### config.mk
export PLATFORM = sky130hd
export DESIGN_NAME = dma_engine
export DESIGN_NICKNAME = d
export VERILOG_FILES = /design/src/rtl/dma_pkg.sv /design/src/rtl/dma_regfile.sv /design/src/rtl/dma_fsm.sv /design/src/rtl/dma_datapath.sv /design/src/rtl/dma_engine.sv
export SDC_FILE = /design/constraint.sdc
export NUM_CORES = 1
export LEC_CHECK = 0
export ABC_AREA = 1
export BUFFER_PORTS_ARGS = -buffer_cell sky130_fd_sc_hd__buf_2
export CORE_MARGIN = 2
export CORE_UTILIZATION = 30
export CTS_BUF_LIST = sky130_fd_sc_hd__clkbuf_4
export CTS_CLUSTER_SIZE = 30
export DETAILED_ROUTE_END_ITERATION = 8
export MAX_ROUTING_LAYER = met4
export PLACE_DENSITY_LB_ADDON = 0.2
export SLEW_MARGIN = 20
export SYNTH_ARGS = -nofsm -noshare
export SYNTH_HDL_FRONTEND = slang
export SYNTH_SLANG_ARGS = --single-unit
### constraint.sdc
create_clock -name clk -period 2.3 [get_ports clk]
set_input_delay 0.46 -clock clk [delete_from_list [all_inputs] [get_ports clk]]
set_output_delay 0.46 -clock clk [all_outputs]
set_load 0.02 [all_outputs]
### src/rtl/dma_pkg.sv
package dma_pkg;

  typedef enum logic [2:0] {
    ST_IDLE,
    ST_WAIT,
    ST_READ,
    ST_WRITE,
    ST_GAP
  } dma_state_e;

  localparam logic [2:0] SEL_SRC  = 3'd0;
  localparam logic [2:0] SEL_DST  = 3'd1;
  localparam logic [2:0] SEL_LEN  = 3'd2;
  localparam logic [2:0] SEL_BLK  = 3'd3;
  localparam logic [2:0] SEL_CTRL = 3'd4;
  localparam logic [2:0] SEL_STAT = 3'd5;

  localparam int CTL_GO    = 0;
  localparam int CTL_BURST = 1;
  localparam int CTL_IRQEN = 2;
  localparam int STAT_BUSY = 0;
  localparam int STAT_DONE = 1;

endpackage

### src/rtl/dma_regfile.sv
module dma_regfile
  import dma_pkg::*;
#(
  parameter int AW = 16,
  parameter int LW = 8
) (
  input  logic          clk,
  input  logic          rst_n,
  input  logic          wr_en,
  input  logic [2:0]    sel,
  input  logic [AW-1:0] wdata,
  output logic [AW-1:0] rdata,
  input  logic          busy,
  input  logic          set_done,
  output logic [AW-1:0] cfg_src,
  output logic [AW-1:0] cfg_dst,
  output logic [LW-1:0] cfg_len,
  output logic [LW-1:0] cfg_blk,
  output logic          cfg_burst,
  output logic          cfg_irq_en,
  output logic          start,
  output logic          done
);

  logic [AW-1:0] src_q, src_d, dst_q, dst_d;
  logic [LW-1:0] len_q, len_d, blk_q, blk_d;
  logic          burst_q, burst_d, ien_q, ien_d, done_q, done_d;
  logic          cfg_open, clr_req;

  // Configuration is writable only while no transfer runs.
  assign cfg_open = wr_en && !busy;
  assign clr_req  = wr_en && (sel == SEL_STAT) && wdata[STAT_DONE];
  assign start    = cfg_open && (sel == SEL_CTRL) && wdata[CTL_GO];

  always_comb begin
    src_d   = src_q;
    dst_d   = dst_q;
    len_d   = len_q;
    blk_d   = blk_q;
    burst_d = burst_q;
    ien_d   = ien_q;
    if (cfg_open) begin
      case (sel)
        SEL_SRC:  src_d = wdata;
        SEL_DST:  dst_d = wdata;
        SEL_LEN:  len_d = wdata[LW-1:0];
        SEL_BLK:  blk_d = wdata[LW-1:0];
        SEL_CTRL: begin
          burst_d = wdata[CTL_BURST];
          ien_d   = wdata[CTL_IRQEN];
        end
        default: ;
      endcase
    end
    // Completion wins over a clear in the same cycle.
    if (set_done)     done_d = 1'b1;
    else if (clr_req) done_d = 1'b0;
    else              done_d = done_q;
  end

  always_ff @(posedge clk or negedge rst_n) begin
    if (!rst_n) begin
      src_q   <= '0;
      dst_q   <= '0;
      len_q   <= '0;
      blk_q   <= '0;
      burst_q <= 1'b0;
      ien_q   <= 1'b0;
      done_q  <= 1'b0;
    end else begin
      src_q   <= src_d;
      dst_q   <= dst_d;
      len_q   <= len_d;
      blk_q   <= blk_d;
      burst_q <= burst_d;
      ien_q   <= ien_d;
      done_q  <= done_d;
    end
  end

  always_comb begin
    rdata = '0;
    case (sel)
      SEL_SRC:  rdata = src_q;
      SEL_DST:  rdata = dst_q;
      SEL_LEN:  rdata[LW-1:0] = len_q;
      SEL_BLK:  rdata[LW-1:0] = blk_q;
      SEL_CTRL: begin
        rdata[CTL_BURST] = burst_q;
        rdata[CTL_IRQEN] = ien_q;
      end
      SEL_STAT: begin
        rdata[STAT_BUSY] = busy;
        rdata[STAT_DONE] = done_q;
      end
      default: rdata = '0;
    endcase
  end

  assign cfg_src    = src_q;
  assign cfg_dst    = dst_q;
  assign cfg_len    = len_q;
  assign cfg_blk    = blk_q;
  assign cfg_burst  = burst_q;
  assign cfg_irq_en = ien_q;
  assign done       = done_q;

  // done holds until software clears it
  a_r7_done_sticky: assert property (@(posedge clk) disable iff (!rst_n)
    done_q && !clr_req |=> done_q)
    else $error("done dropped without a clear");

  // zero length completes on the go edge and never becomes busy
  a_r9_zero_len: assert property (@(posedge clk) disable iff (!rst_n)
    start && (len_q == '0) |=> done_q && !busy)
    else $error("zero-length go did not complete at once");

  // configuration frozen during an active transfer
  a_r10_frozen: assert property (@(posedge clk) disable iff (!rst_n)
    busy |=> $stable(src_q) && $stable(dst_q) && $stable(len_q) &&
             $stable(blk_q) && $stable(burst_q))
    else $error("configuration changed while busy");

endmodule

### src/rtl/dma_fsm.sv
module dma_fsm
  import dma_pkg::*;
#(
  parameter int LW = 8
) (
  input  logic          clk,
  input  logic          rst_n,
  input  logic          start,
  input  logic [LW-1:0] len,
  input  logic [LW-1:0] blk,
  input  logic          burst,
  input  logic          gnt,
  input  logic          cpu_busy,
  output logic          bus_req,
  output logic          rd_go,
  output logic          wr_go,
  output logic          load,
  output logic          busy,
  output logic          set_done
);

  localparam logic [LW-1:0] ONE = LW'(1);

  dma_state_e    state_q, state_d;
  logic [LW-1:0] left_q, left_d, blkl_q, blkl_d;
  logic          slot_ok;

  // A bus cycle may be used when granted and, when stealing, when the
  // processor leaves the bus idle.
  assign slot_ok = gnt && (burst || !cpu_busy);

  always_comb begin
    state_d  = state_q;
    left_d   = left_q;
    blkl_d   = blkl_q;
    set_done = 1'b0;
    load     = 1'b0;
    rd_go    = 1'b0;
    wr_go    = 1'b0;
    case (state_q)
      ST_IDLE: begin
        if (start) begin
          if (len == '0) begin
            set_done = 1'b1;
          end else begin
            load    = 1'b1;
            left_d  = len;
            blkl_d  = blk;
            state_d = ST_WAIT;
          end
        end
      end
      ST_WAIT: begin
        if (gnt) state_d = ST_READ;
      end
      ST_READ: begin
        if (slot_ok) begin
          rd_go   = 1'b1;
          state_d = ST_WRITE;
        end
      end
      ST_WRITE: begin
        if (slot_ok) begin
          wr_go  = 1'b1;
          left_d = left_q - ONE;
          blkl_d = blkl_q - ONE;
          if (left_q == ONE) begin
            set_done = 1'b1;
            state_d  = ST_IDLE;
          end else if ((blk != '0) && (blkl_q == ONE)) begin
            blkl_d  = blk;
            state_d = ST_GAP;
          end else begin
            state_d = ST_READ;
          end
        end
      end
      ST_GAP:  state_d = ST_WAIT;
      default: state_d = ST_IDLE;
    endcase
  end

  always_ff @(posedge clk or negedge rst_n) begin
    if (!rst_n) begin
      state_q <= ST_IDLE;
      left_q  <= '0;
      blkl_q  <= '0;
    end else begin
      state_q <= state_d;
      left_q  <= left_d;
      blkl_q  <= blkl_d;
    end
  end

  assign bus_req = (state_q == ST_WAIT) || (state_q == ST_READ) ||
                   (state_q == ST_WRITE);
  assign busy    = (state_q != ST_IDLE);

  // no bus cycle without the grant
  a_r2_access_granted: assert property (@(posedge clk) disable iff (!rst_n)
    (rd_go || wr_go) |-> gnt && bus_req)
    else $error("bus cycle without grant");

  // stealing uses only idle processor cycles
  a_r4_steal_idle: assert property (@(posedge clk) disable iff (!rst_n)
    (rd_go || wr_go) && !burst |-> !cpu_busy)
    else $error("stolen cycle collided with processor");

  // request released for exactly one cycle between blocks
  a_r6_gap_rerequest: assert property (@(posedge clk) disable iff (!rst_n)
    (state_q == ST_GAP) |-> !bus_req ##1 bus_req)
    else $error("block gap not one cycle");

  // a read is always followed by a write before the next read
  a_r3_read_write_pair: assert property (@(posedge clk) disable iff (!rst_n)
    rd_go |=> !rd_go)
    else $error("two reads without a write");

endmodule

### src/rtl/dma_datapath.sv
module dma_datapath #(
  parameter int AW = 16,
  parameter int DW = 16
) (
  input  logic          clk,
  input  logic          rst_n,
  input  logic          load,
  input  logic [AW-1:0] src_start,
  input  logic [AW-1:0] dst_start,
  input  logic          rd_go,
  input  logic          wr_go,
  input  logic [DW-1:0] rdata,
  output logic [AW-1:0] m_addr,
  output logic          m_re,
  output logic          m_we,
  output logic [DW-1:0] m_wdata
);

  localparam logic [AW-1:0] STEP = AW'(1);

  logic [AW-1:0] src_q, src_d, dst_q, dst_d;
  logic [DW-1:0] hold_q, hold_d;

  always_comb begin
    src_d  = src_q;
    dst_d  = dst_q;
    hold_d = hold_q;
    if (load) begin
      src_d = src_start;
      dst_d = dst_start;
    end else if (wr_go) begin
      src_d = src_q + STEP;
      dst_d = dst_q + STEP;
    end
    if (rd_go) hold_d = rdata;
  end

  always_ff @(posedge clk or negedge rst_n) begin
    if (!rst_n) begin
      src_q  <= '0;
      dst_q  <= '0;
      hold_q <= '0;
    end else begin
      src_q  <= src_d;
      dst_q  <= dst_d;
      hold_q <= hold_d;
    end
  end

  assign m_re    = rd_go;
  assign m_we    = wr_go;
  assign m_addr  = wr_go ? dst_q : src_q;
  assign m_wdata = hold_q;

  // the write carries the word captured in the preceding read cycle
  a_r3_write_data: assert property (@(posedge clk) disable iff (!rst_n)
    m_re |=> $stable(src_q))
    else $error("source pointer moved between read and write");

endmodule

### src/rtl/dma_engine.sv
module dma_engine
  import dma_pkg::*;
#(
  parameter int ADDR_W = 16,
  parameter int DATA_W = 16,
  parameter int LEN_W  = 8
) (
  input  logic              clk,
  input  logic              rst_n,
  input  logic              cfg_we,
  input  logic [2:0]        cfg_sel,
  input  logic [ADDR_W-1:0] cfg_wdata,
  output logic [ADDR_W-1:0] cfg_rdata,
  output logic              bus_req,
  input  logic              bus_gnt,
  input  logic              cpu_bus_busy,
  output logic [ADDR_W-1:0] m_addr,
  output logic              m_re,
  output logic              m_we,
  output logic [DATA_W-1:0] m_wdata,
  input  logic [DATA_W-1:0] m_rdata,
  output logic              irq
);

  logic [ADDR_W-1:0] cfg_src, cfg_dst;
  logic [LEN_W-1:0]  cfg_len, cfg_blk;
  logic              cfg_burst, cfg_irq_en, start, done;
  logic              busy, set_done, load, rd_go, wr_go;

  dma_regfile #(.AW(ADDR_W), .LW(LEN_W)) u_regs (
    .clk        (clk),
    .rst_n      (rst_n),
    .wr_en      (cfg_we),
    .sel        (cfg_sel),
    .wdata      (cfg_wdata),
    .rdata      (cfg_rdata),
    .busy       (busy),
    .set_done   (set_done),
    .cfg_src    (cfg_src),
    .cfg_dst    (cfg_dst),
    .cfg_len    (cfg_len),
    .cfg_blk    (cfg_blk),
    .cfg_burst  (cfg_burst),
    .cfg_irq_en (cfg_irq_en),
    .start      (start),
    .done       (done)
  );

  dma_fsm #(.LW(LEN_W)) u_fsm (
    .clk      (clk),
    .rst_n    (rst_n),
    .start    (start),
    .len      (cfg_len),
    .blk      (cfg_blk),
    .burst    (cfg_burst),
    .gnt      (bus_gnt),
    .cpu_busy (cpu_bus_busy),
    .bus_req  (bus_req),
    .rd_go    (rd_go),
    .wr_go    (wr_go),
    .load     (load),
    .busy     (busy),
    .set_done (set_done)
  );

  dma_datapath #(.AW(ADDR_W), .DW(DATA_W)) u_path (
    .clk       (clk),
    .rst_n     (rst_n),
    .load      (load),
    .src_start (cfg_src),
    .dst_start (cfg_dst),
    .rd_go     (rd_go),
    .wr_go     (wr_go),
    .rdata     (m_rdata),
    .m_addr    (m_addr),
    .m_re      (m_re),
    .m_we      (m_we),
    .m_wdata   (m_wdata)
  );

  assign irq = done && cfg_irq_en;

  // interrupt never without done
  a_r8_irq_needs_done: assert property (@(posedge clk) disable iff (!rst_n)
    irq |-> cfg_rdata[STAT_DONE] || (cfg_sel != SEL_STAT))
    else $error("interrupt without done");

  // busy falls exactly when done rises
  a_r7_done_with_idle: assert property (@(posedge clk) disable iff (!rst_n)
    $rose(done) |-> !busy)
    else $error("done rose while still busy");

endmodule

==> results of run 1 <==
power by group through the flow:
stage	Sequential, uW	Combinational (uW)	Clock, uW
after floorplan	3810	2770	0
after global placement	3880	4050	0
after detailed placement	3870	4090	0
after CTS	3850	4530	1520
after global routing	4030	5290	1600
final	3870	4660	1470
synth_stat cells (all sizes together):
cell type / number / area share
or2: 3 / 0.0029
clkbuf: 7 / 0.0040
o21bai: 1 / 0.0012
xor2: 14 / 0.019
a31oi: 1 / 0.00096
inv: 112 / 0.065
nand2: 312 / 0.18
o22ai: 13 / 0.013
nand3b: 2 / 0.0023
nand3: 75 / 0.063
a21boi: 1 / 0.0012
dfrtp: 118 / 0.45
xnor2: 1 / 0.0013
a21oi: 9 / 0.0069
nor3: 14 / 0.011
buf: 22 / 0.020
o21ai: 94 / 0.072
nand4: 10 / 0.0096
ha: 6 / 0.012
o211ai: 8 / 0.0092
o221ai: 7 / 0.0094
nor2: 64 / 0.041
layout make-up:
class	instances	share of cell area
flip-flops and latches	118	0.367
multi-input cells	635	0.388
diodes	1	0.000310
clock buffers	20	0.0186
inverters	112	0.0534
well taps	275	0.0427
repair buffers	127	0.116
clock inverters	12	0.0138
sequential cells by signal (all words and copies together), names as in the netlist:
| name | flops |
|---|---|
| u_fsm.blkl_q | 8 |
| u_fsm.state_q | 3 |
| u_regs.cfg_len | 8 |
| u_regs.cfg_burst | 1 |
| u_regs.cfg_dst | 16 |
| u_regs.cfg_blk | 8 |
| u_regs.cfg_src | 16 |
| u_path.src_q | 16 |
| u_path.dst_q | 16 |
| u_path.m_wdata | 16 |
| u_regs.cfg_irq_en | 1 |
| u_fsm.left_q | 8 |
| u_regs.done | 1 |
through the flow:
| step | std cells | worst slack [ps] | hold WS [ps] | TNS [ps] | utilization |
|---|---|---|---|---|---|
| floorplan | 894 | 300 | 164 | 0 | - |
| global placement | 1249 | 130 | 454 | 0 | 0.346 |
| detailed placement | 1249 | 107 | 457 | 0 | 0.346 |
| CTS | 1295 | -86.3 | 74.5 | -853 | 0.375 |
| global route | 1300 | -154 | 81.8 | -1750 | 0.381 |
| finish | 1300 | -42.2 | 129 | -61.7 | 0.381 |
routing by layer:
metal	GRT usage	share of wire	vias to the layer above
li1	-	-	3097
met4	0.0500	0.018	0
met1	0.249	0.49	2796
met3	0.0316	0.042	21
met2	0.283	0.45	147
met5	-	0	-
worst max-delay path by stage:
stage	from	to	cells after the start
finish	u_fsm.state_q[2]$_DFFE_PN0P_	m_addr[15]	8
global route	u_fsm.state_q[2]$_DFFE_PN0P_	m_addr[15]	8
CTS	u_fsm.state_q[2]$_DFFE_PN0P_	m_addr[9]	9
detailed placement	cfg_sel[0]	cfg_rdata[1]	7
global placement	cfg_sel[1]	cfg_rdata[1]	7
floorplan	cpu_bus_busy	m_addr[12]	6
worst max-delay path, delay by kind of cell (launching register included):
family	cells	cell delay, ps
buffers and inverters	4	520
DFF	1	400
AOI/OAI and AO/OA	1	160
and+or+nand+nor	3	250
kinds of logic after synthesis:
group,synth area share
AO/OA/AOI/OAI,0.114
XOR/XNOR,0.0202
adder cells (fa/ha/maj),0.0115
buffers and inverters,0.0895
flip-flops,0.454
AND/OR/NAND/NOR,0.311
what timing repair did:
item	4_1_cts	5_1_grt
gates resized for setup	64	36
hold buffers	1	0
hold endpoints to repair	118	0
buffers inserted	9	7
setup endpoints to repair	19	20
gates cloned	4	0
pin swaps	3	3
==> results.json, run 1 <==
{
  "status": "complete, but fails checks",
  "failed_checks": "negative setup slack",
  "nNetsFinal": 1057,
  "synth_cell_type_count": 32,
  "p_clk_frac": 0.147,
  "finClkSkew_ps": 22.5,
  "switchingPower_uw": 4480,
  "cp-end-kind": "output pin",
  "cp.arrival_ps": 1880,
  "tightest_slew_ps": 514,
  "crit_type": "flip-flop to output pin",
  "holdPathStages": 3,
  "ff2ff_setup_slack_ps": 410,
  "synth_area_per_cell_um2": 7.27,
  "dieWidth_um": 151,
  "finalHoldViolCount": 0,
  "initial_core_util": 0.307,
  "rsz0062_at_grt": "yes",
  "clkTransAtPathRegs_ps": 110,
  "insertion_delay_ps": 530,
  "htreeDepth": 4,
  "syn_inst": 894,
  "viasPerCell": 4.66,
  "pwr-share-seq": 0.387,
  "leakage_uw": 0.00396,
  "worst_path_max_delay_cell": "dfrtp_1",
  "cpPeakStageDelay_ps": 400,
  "antenna_left": 0,
  "hold_path.class": "input port to flip-flop",
  "synth-seq-cells": 118,
  "wl_per_cell_um": 14.7,
  "seq_area_um2": 2960,
  "worstHoldEndpoint": "u_path.m_wdata[8]$_DFFE_PN0P_",
  "die_y_um": 151,
  "syn-cell-area_um2": 6500,
  "area_growth_pct": 24.0,
  "gp_congestion": 0.834,
  "clk_path_buf_depth": 2,
  "power.density_nw_per_um2": 1240,
  "drc": 0,
  "vias": 6061,
  "relSlewSlack": 0.655,
  "final_common_cell": "nand2_1",
  "row_count": 53,
  "start_kind": "flip-flop",
  "overflow": 0,
  "syn_nets": 940,
  "worstPathCellList": "inv_2 > nand3_4 > nor2_4 > buf_12 > buf_12 > nor2_4 > o21bai_4 > buf_6",
  "grt_max_degree": 69,
  "clk_root_buffer_cell": "clkbuf_4",
  "num-fill-cells": 2289,
  "drv_slew": 0,
  "comb_power_share": 0.466,
  "clock_sinks": 118,
  "drt_iter0_markers": 373,
  "layout.cell_area.non_filler_um2": 8060,
  "hold_start": "m_rdata[8]",
  "fmax_mhz": 427,
  "crit_path_max_fanout": 7,
  "switching_share": 0.448,
  "grtUsageTotal": 0.183,
  "yosys_warnings": 0,
  "cap_violations": 0,
  "place.detailed.hpwl_um": 13900,
  "ios": 92,
  "finalPower_uw": 9990,
  "wirelength_um": 19200,
  "intPower_uw": 5510,
  "fin_crit_sh": 1.02,
  "antenna_found_initial": 1,
  "core_area_um2": 21200,
  "reg2reg_from": "u_fsm.state_q[1]$_DFFE_PN0P_",
  "port_buffers": 91,
  "setup_viol": 2,
  "cts_tree": "built",
  "yosysSeqAreaShare": 0.454,
  "critPathRequiredTime_ps": 1840,
  "drive_above_1_share": 0.202,
  "die-area_um2": 22900,
  "layout_common_cells": "nand2_1, dfrtp_1, inv_1",
  "dr.pass1.iters": 5,
  "grt_pass1_vias": 5994,
  "multi_input_area_um2": 3130,
  "ff2ff_path_depth": 7,
  "irDropWorstVdd_mv": 0.515,
  "fin_crit_ps": 2340,
  "numCtsBuffers": 17,
  "worstReg2RegEnd": "u_path.src_q[10]$_DFFE_PN0P_",
  "setup_ws_ps": -42.2,
  "placed_area_um2": 7320,
  "grt_pass1_wl_um": 31500
}
(Power assumes the default switching activity.)
==> run 2, diff against run 1 <==
--- a/config.mk
+++ b/config.mk
@@ -14,6 +14,7 @@
 export DETAILED_ROUTE_END_ITERATION = 8
 export MAX_ROUTING_LAYER = met4
 export PLACE_DENSITY_LB_ADDON = 0.2
+export SETUP_SLACK_MARGIN = 0.5
 export SLEW_MARGIN = 20
 export SYNTH_ARGS = -nofsm -noshare
 export SYNTH_HDL_FRONTEND = slang
==> run 2 against run 1 <==
Compared with the run above:
- fmax barely moved
- sequential share of layout area decreased by 5.4 points
- sequential power is 2% higher
- sequential cell count did not move
- the flow still finishes with violations (negative setup slack)
- cell count increased by 4.0%
- register-to-register slack got worse by 110 ps
- global-route usage is 0.60 points higher
- routed wire length up 12%
- die area did not move
- clock skew fell by 4.5 ps
- via count is 8.0% higher
==> results.json, run 2 (synthesized netlist as in run 1, its figures left out) <==
{
  "finClkSkew_ps": 18.0,
  "initial_core_util": 0.307,
  "clk_root_buffer_cell": "clkbuf_4",
  "start_kind": "flip-flop",
  "grt_pass1_wl_um": 32100,
  "failed_checks": "negative setup slack",
  "clk_path_buf_depth": 2,
  "dp_worst_setup_slack_ps": 125,
  "setup_viol": 1,
  "grt_pass1_vias": 5888,
  "cp-end-kind": "output pin",
  "layout_common_cells": "nand2_1, dfrtp_1, inv_1",
  "drc": 0,
  "antenna_found_initial": 1,
  "tightest_slew_ps": 569,
  "power.density_nw_per_um2": 1190,
  "p_clk_frac": 0.127,
  "switchingPower_uw": 5090,
  "clock_sinks": 118,
  "fin_crit_sh": 1.02,
  "row_count": 53,
  "dieWidth_um": 151,
  "dr.pass1.iters": 6,
  "die-area_um2": 22900,
  "cts_tree": "built",
  "drv_slew": 0,
  "placed_area_um2": 7380,
  "intPower_uw": 6110,
  "gp_congestion": 0.848,
  "insertion_delay_ps": 540,
  "antenna_left": 0,
  "rsz0062_at_grt": "yes",
  "cp.arrival_ps": 1880,
  "drt_iter0_markers": 466,
  "hold_path.class": "input port to flip-flop",
  "leakage_uw": 0.00457,
  "area_growth_pct": 45.2,
  "final_common_cell": "nand2_1",
  "setup_ws_ps": -40.9,
  "wirelength_um": 21400,
  "status": "complete, but fails checks",
  "cap_violations": 0,
  "vias": 6546,
  "crit_type": "flip-flop to output pin",
  "ios": 92,
  "relSlewSlack": 0.618,
  "finish.utilization": 0.446,
  "viasPerCell": 4.84,
  "fin_crit_ps": 2340,
  "fmax_mhz": 427,
  "overflow": 0,
  "core_area_um2": 21200,
  "layout.cell_area.non_filler_um2": 9440,
  "nNetsFinal": 1109,
  "finalPower_uw": 11200,
  "wl_per_cell_um": 15.9,
  "stdcell_count": 1352,
  "placedCellCount": 1251,
  "clkTransAtPathRegs_ps": 100,
  "place.detailed.hpwl_um": 14400,
  "grtUsageTotal": 0.189,
  "grt_max_degree": 59,
  "htreeDepth": 4,
  "switching_share": 0.455,
  "drive_above_1_share": 0.359,
  "irDropWorstVdd_mv": 0.480,
  "finalHoldViolCount": 0,
  "pwr-share-seq": 0.352,
  "critPathRequiredTime_ps": 1840,
  "comb_power_share": 0.521,
  "crit_path_max_fanout": 7,
  "port_buffers": 91,
  "die_y_um": 151,
  "numCtsBuffers": 17
}
## run 2: changes by cell type in the layout (fill, tap and decap cells not counted), moves of 14 or more
cell     previous run  this run
buf_2              72        53
nand2_2            12        30
buf_4              30        58
nand2_1           295       259
nand3_2             2        23
o21ai_0            80        66
nand3_1            71        48
inv_1             106        78
inv_2               4        28
buf_6              16        40
nand2_4             5        22
## run 2: power by group through the flow
stage / Sequential [uW] / Clock (uW) / Combinational [uW]
detailed placement: 3880 / 0 / 4220
global route: 4060 / 1570 / 6430
floorplan: 3810 / 0 / 2880
finish: 3940 / 1430 / 5830
CTS: 3860 / 1470 / 5230
global placement: 3890 / 0 / 4190
## run 2: worst max-delay path, stage by stage (launching register included)
cell and delay [ps]:
dfrtp_1 410, inv_2 90, nand3_4 80, nor2_4 110, buf_12 180, buf_12 140, nor2_4 40, o21bai_4 160
buf_6 130
## run 2: layout make-up
cell class	instances	area, um2
diodes	1	2.50
clock buffers	18	135
clock inverters	14	116
fillers	2132	11700
inverters	112	475
multi-input cells	635	3710
flip-flops and latches	118	2960
well taps	275	344
repair buffers	175	1650
repair inverters	4	56.3
## run 2: path summary, 6_finish.rpt
| check | start | endpoint | slack [ps] | depth (start not counted) |
|---|---|---|---|---|
| max | u_fsm.state_q[2]$_DFFE_PN0P_ | m_addr[15] | -40 | 8 |
| max in group asynchronous | rst_n | u_regs.cfg_dst[13]$_DFFE_PN0P_ | 1200 | 3 |
| max reg2reg | u_fsm.state_q[0]$_DFFE_PN0P_ | u_path.dst_q[14]$_DFFE_PN0P_ | 300 | 12 |
| min reg2reg | u_path.m_wdata[12]$_DFFE_PN0P_ | u_path.m_wdata[12]$_DFFE_PN0P_ | 480 | 2 |
| min | m_rdata[0] | u_path.m_wdata[0]$_DFFE_PN0P_ | 120 | 3 |
| min in group asynchronous | rst_n | u_regs.cfg_len[1]$_DFFE_PN0P_ | 410 | 2 |
## run 2: metrics by stage
step / hold WS (ps) / TNS, ps
after floorplan: 164 / 0
after global placement: 456 / 0
after detailed placement: 456 / 0
after CTS: 73.7 / -309
after global routing: 87.5 / -1310
final: 120 / -40.9
## run 2: what timing repair did
action	4_1_cts	5_1_grt
gates cloned	2	10
resized for setup	180	153
pin swaps	32	33
buffers inserted	35	20
hold endpoints to repair	29	0
hold buffers	1	0
setup endpoints to repair	83	89
## run 2: per-layer routing
metal  share of wire  wire length, um  up-vias  track usage
met2            0.45             9600      170        0.271
li1                -                -     3220            -
met3           0.047             1000       32       0.0319
met4           0.020              428        0       0.0603
met1            0.49            10400     3124        0.272
met5               0                0        -            -
==> run 3, diff against run 2 <==
--- a/config.mk
+++ b/config.mk
@@ -19,3 +19,4 @@
 export SYNTH_ARGS = -nofsm -noshare
 export SYNTH_HDL_FRONTEND = slang
 export SYNTH_SLANG_ARGS = --single-unit
+export TNS_END_PERCENT = 20
==> run 3 against run 2 <==
Compared with the run above:
- the flow still finishes with violations (negative setup slack)
- combinational power shrank 14%
- non-clock buffer count shrank 35
- total power shrank 7.9%
- worst setup slack lost 26 ps
- sequential cell count is the same
- cell count shrank 3.1%
- largest cell class unchanged
- highest routed layer unchanged
==> results.json, run 3 (synthesized netlist as in run 1, its figures left out) <==
{
  "leakage_uw": 0.00408,
  "drt_iter0_markers": 511,
  "clk_root_buffer_cell": "clkbuf_4",
  "drc": 0,
  "die-area_um2": 22900,
  "cp-end-kind": "output pin",
  "status": "complete, but fails checks",
  "worstPathCellList": "inv_2 > nand3_4 > nor2_4 > buf_12 > buf_12 > nor2_4 > o21bai_4 > buf_6",
  "fin_crit_sh": 1.03,
  "final_common_cell": "nand2_1",
  "worst_path_max_delay_cell": "dfrtp_1",
  "row_count": 53,
  "holdPathStages": 3,
  "finalHoldViolCount": 0,
  "grt_max_degree": 40,
  "initial_core_util": 0.307,
  "setup_viol": 6,
  "htreeDepth": 4,
  "grt_pass1_wl_um": 31300,
  "placed_area_um2": 7400,
  "antenna_found_initial": 1,
  "ios": 92,
  "wirelength_um": 19800,
  "insertion_delay_ps": 560,
  "numCtsBuffers": 17,
  "num-fill-cells": 2201,
  "relSlewSlack": 0.617,
  "irDropWorstVdd_mv": 0.482,
  "tightest_slew_ps": 571,
  "stdcell_count": 1310,
  "overflow": 0,
  "crit_buf_inv": 4,
  "cpPeakStageDelay_ps": 400,
  "rsz0062_at_grt": "yes",
  "critPathRequiredTime_ps": 1840,
  "grt_pass1_vias": 5860,
  "nNetsFinal": 1070,
  "grtUsageTotal": 0.184,
  "hold_start": "m_rdata[2]",
  "drv_slew": 0,
  "ff2ff_path_depth": 10,
  "clkTransAtPathRegs_ps": 120,
  "place.detailed.hpwl_um": 14300,
  "cts_tree": "built",
  "finClkSkew_ps": 22.6,
  "crit_path_max_fanout": 6,
  "cp.arrival_ps": 1910,
  "cp_top_family": "buffers and inverters",
  "port_buffers": 91,
  "viasPerCell": 4.76,
  "fmax_mhz": 422,
  "dr.pass1.iters": 8,
  "layout_common_cells": "nand2_1, dfrtp_1, inv_1",
  "setup_ws_ps": -67.3,
  "clock_sinks": 118,
  "cap_violations": 0,
  "finalPower_uw": 10300,
  "fin_crit_ps": 2370,
  "placedCellCount": 1254,
  "area_growth_pct": 29.8,
  "layout.cell_area.non_filler_um2": 8440,
  "power.density_nw_per_um2": 1220,
  "start_kind": "flip-flop",
  "crit_type": "flip-flop to output pin",
  "antenna_left": 0,
  "wl_per_cell_um": 15.1,
  "failed_checks": "negative setup slack",
  "vias": 6236,
  "cp.depth": 8,
  "clk_path_buf_depth": 2,
  "cp-startpoint": "u_fsm.state_q[2]$_DFFE_PN0P_",
  "reg2reg_from": "u_fsm.state_q[0]$_DFFE_PN0P_",
  "drive_above_1_share": 0.260,
  "hold_path.class": "input port to flip-flop",
  "die_y_um": 151,
  "finish.utilization": 0.399,
  "dieWidth_um": 151,
  "dp_worst_setup_slack_ps": 159,
  "gp_congestion": 0.853,
  "core_area_um2": 21200
}
[run 3: cell types whose count changed in the layout (fill, tap and decap cells not counted), moves of 10 or more]
cell / delta
nand2_4: -15
inv_1: +16
buf_6: -17
nand2_1: +19
inv_2: -14
nor2_4: -10
nand3_1: +18
nand3_2: -18
[run 3: what timing repair did]
action | CTS | global route
setup buffers | 10 | 11
pin swaps | 11 | 17
resized for setup | 100 | 79
hold buffers | 1 | 0
gates cloned | 2 | 2
endpoints found under the hold margin | 34 | 0
endpoints found under the setup margin | 77 | 87
[run 3: worst min-delay path, stage by stage]
cell and delay, ps:
buf_2 70, nand2_1 40, nand2_1 50
[run 3: path summary, 6_finish.rpt]
kind                                                      end  slack (ps)
worst min register to register  u_path.m_wdata[2]$_DFFE_PN0P_         480
worst max register to register   u_path.dst_q[15]$_DFFE_PN0P_         300
min in group asynchronous             u_regs.done$_DFFE_PN0P_         430
max in group asynchronous       u_regs.cfg_src[0]$_DFFE_PN0P_        1210
worst max-delay path                               m_addr[15]         -70
worst min-delay path            u_path.m_wdata[2]$_DFFE_PN0P_          90
[run 3: layer usage]
layer / up-vias / wire, um / GRT usage / share of wire
met5: - / 0 / - / 0
met4: 0 / 357 / 0.0570 / 0.018
met3: 29 / 991 / 0.0340 / 0.050
met2: 187 / 8600 / 0.264 / 0.43
met1: 2885 / 9840 / 0.262 / 0.50
li1: 3135 / - / - / -
[run 3: power by group]
group | switching, uW | leakage (uW) | internal, uW | total (uW)
registers | 867 | 0.00143 | 3070 | 3930
clock network | 825 | 0.000120 | 514 | 1340
logic | 3020 | 0.00252 | 2020 | 5040
total | 4710 | 0.00408 | 5600 | 10300
[run 3: per-stage QoR]
stage	setup TNS [ps]	hold slack, ps
final	-227	90.1
after detailed placement	0	453
after floorplan	0	164
after global placement	0	456
after global routing	-1510	65.3
after CTS	-670	55.0
[run 3: area by class of cell]
| class | count | area (um2) | share of cell area |
|---|---|---|---|
| Clock buffer | 18 | 135 | 0.0160 |
| Sequential cell | 118 | 2960 | 0.350 |
| Clock inverter | 11 | 88.8 | 0.0105 |
| Antenna cell | 1 | 2.50 | 0.000297 |
| Timing Repair Buffer | 140 | 1160 | 0.138 |
| Tap cell | 275 | 344 | 0.0408 |
| Multi-Input combinational cell | 635 | 3290 | 0.390 |
| Inverter | 112 | 455 | 0.0540 |
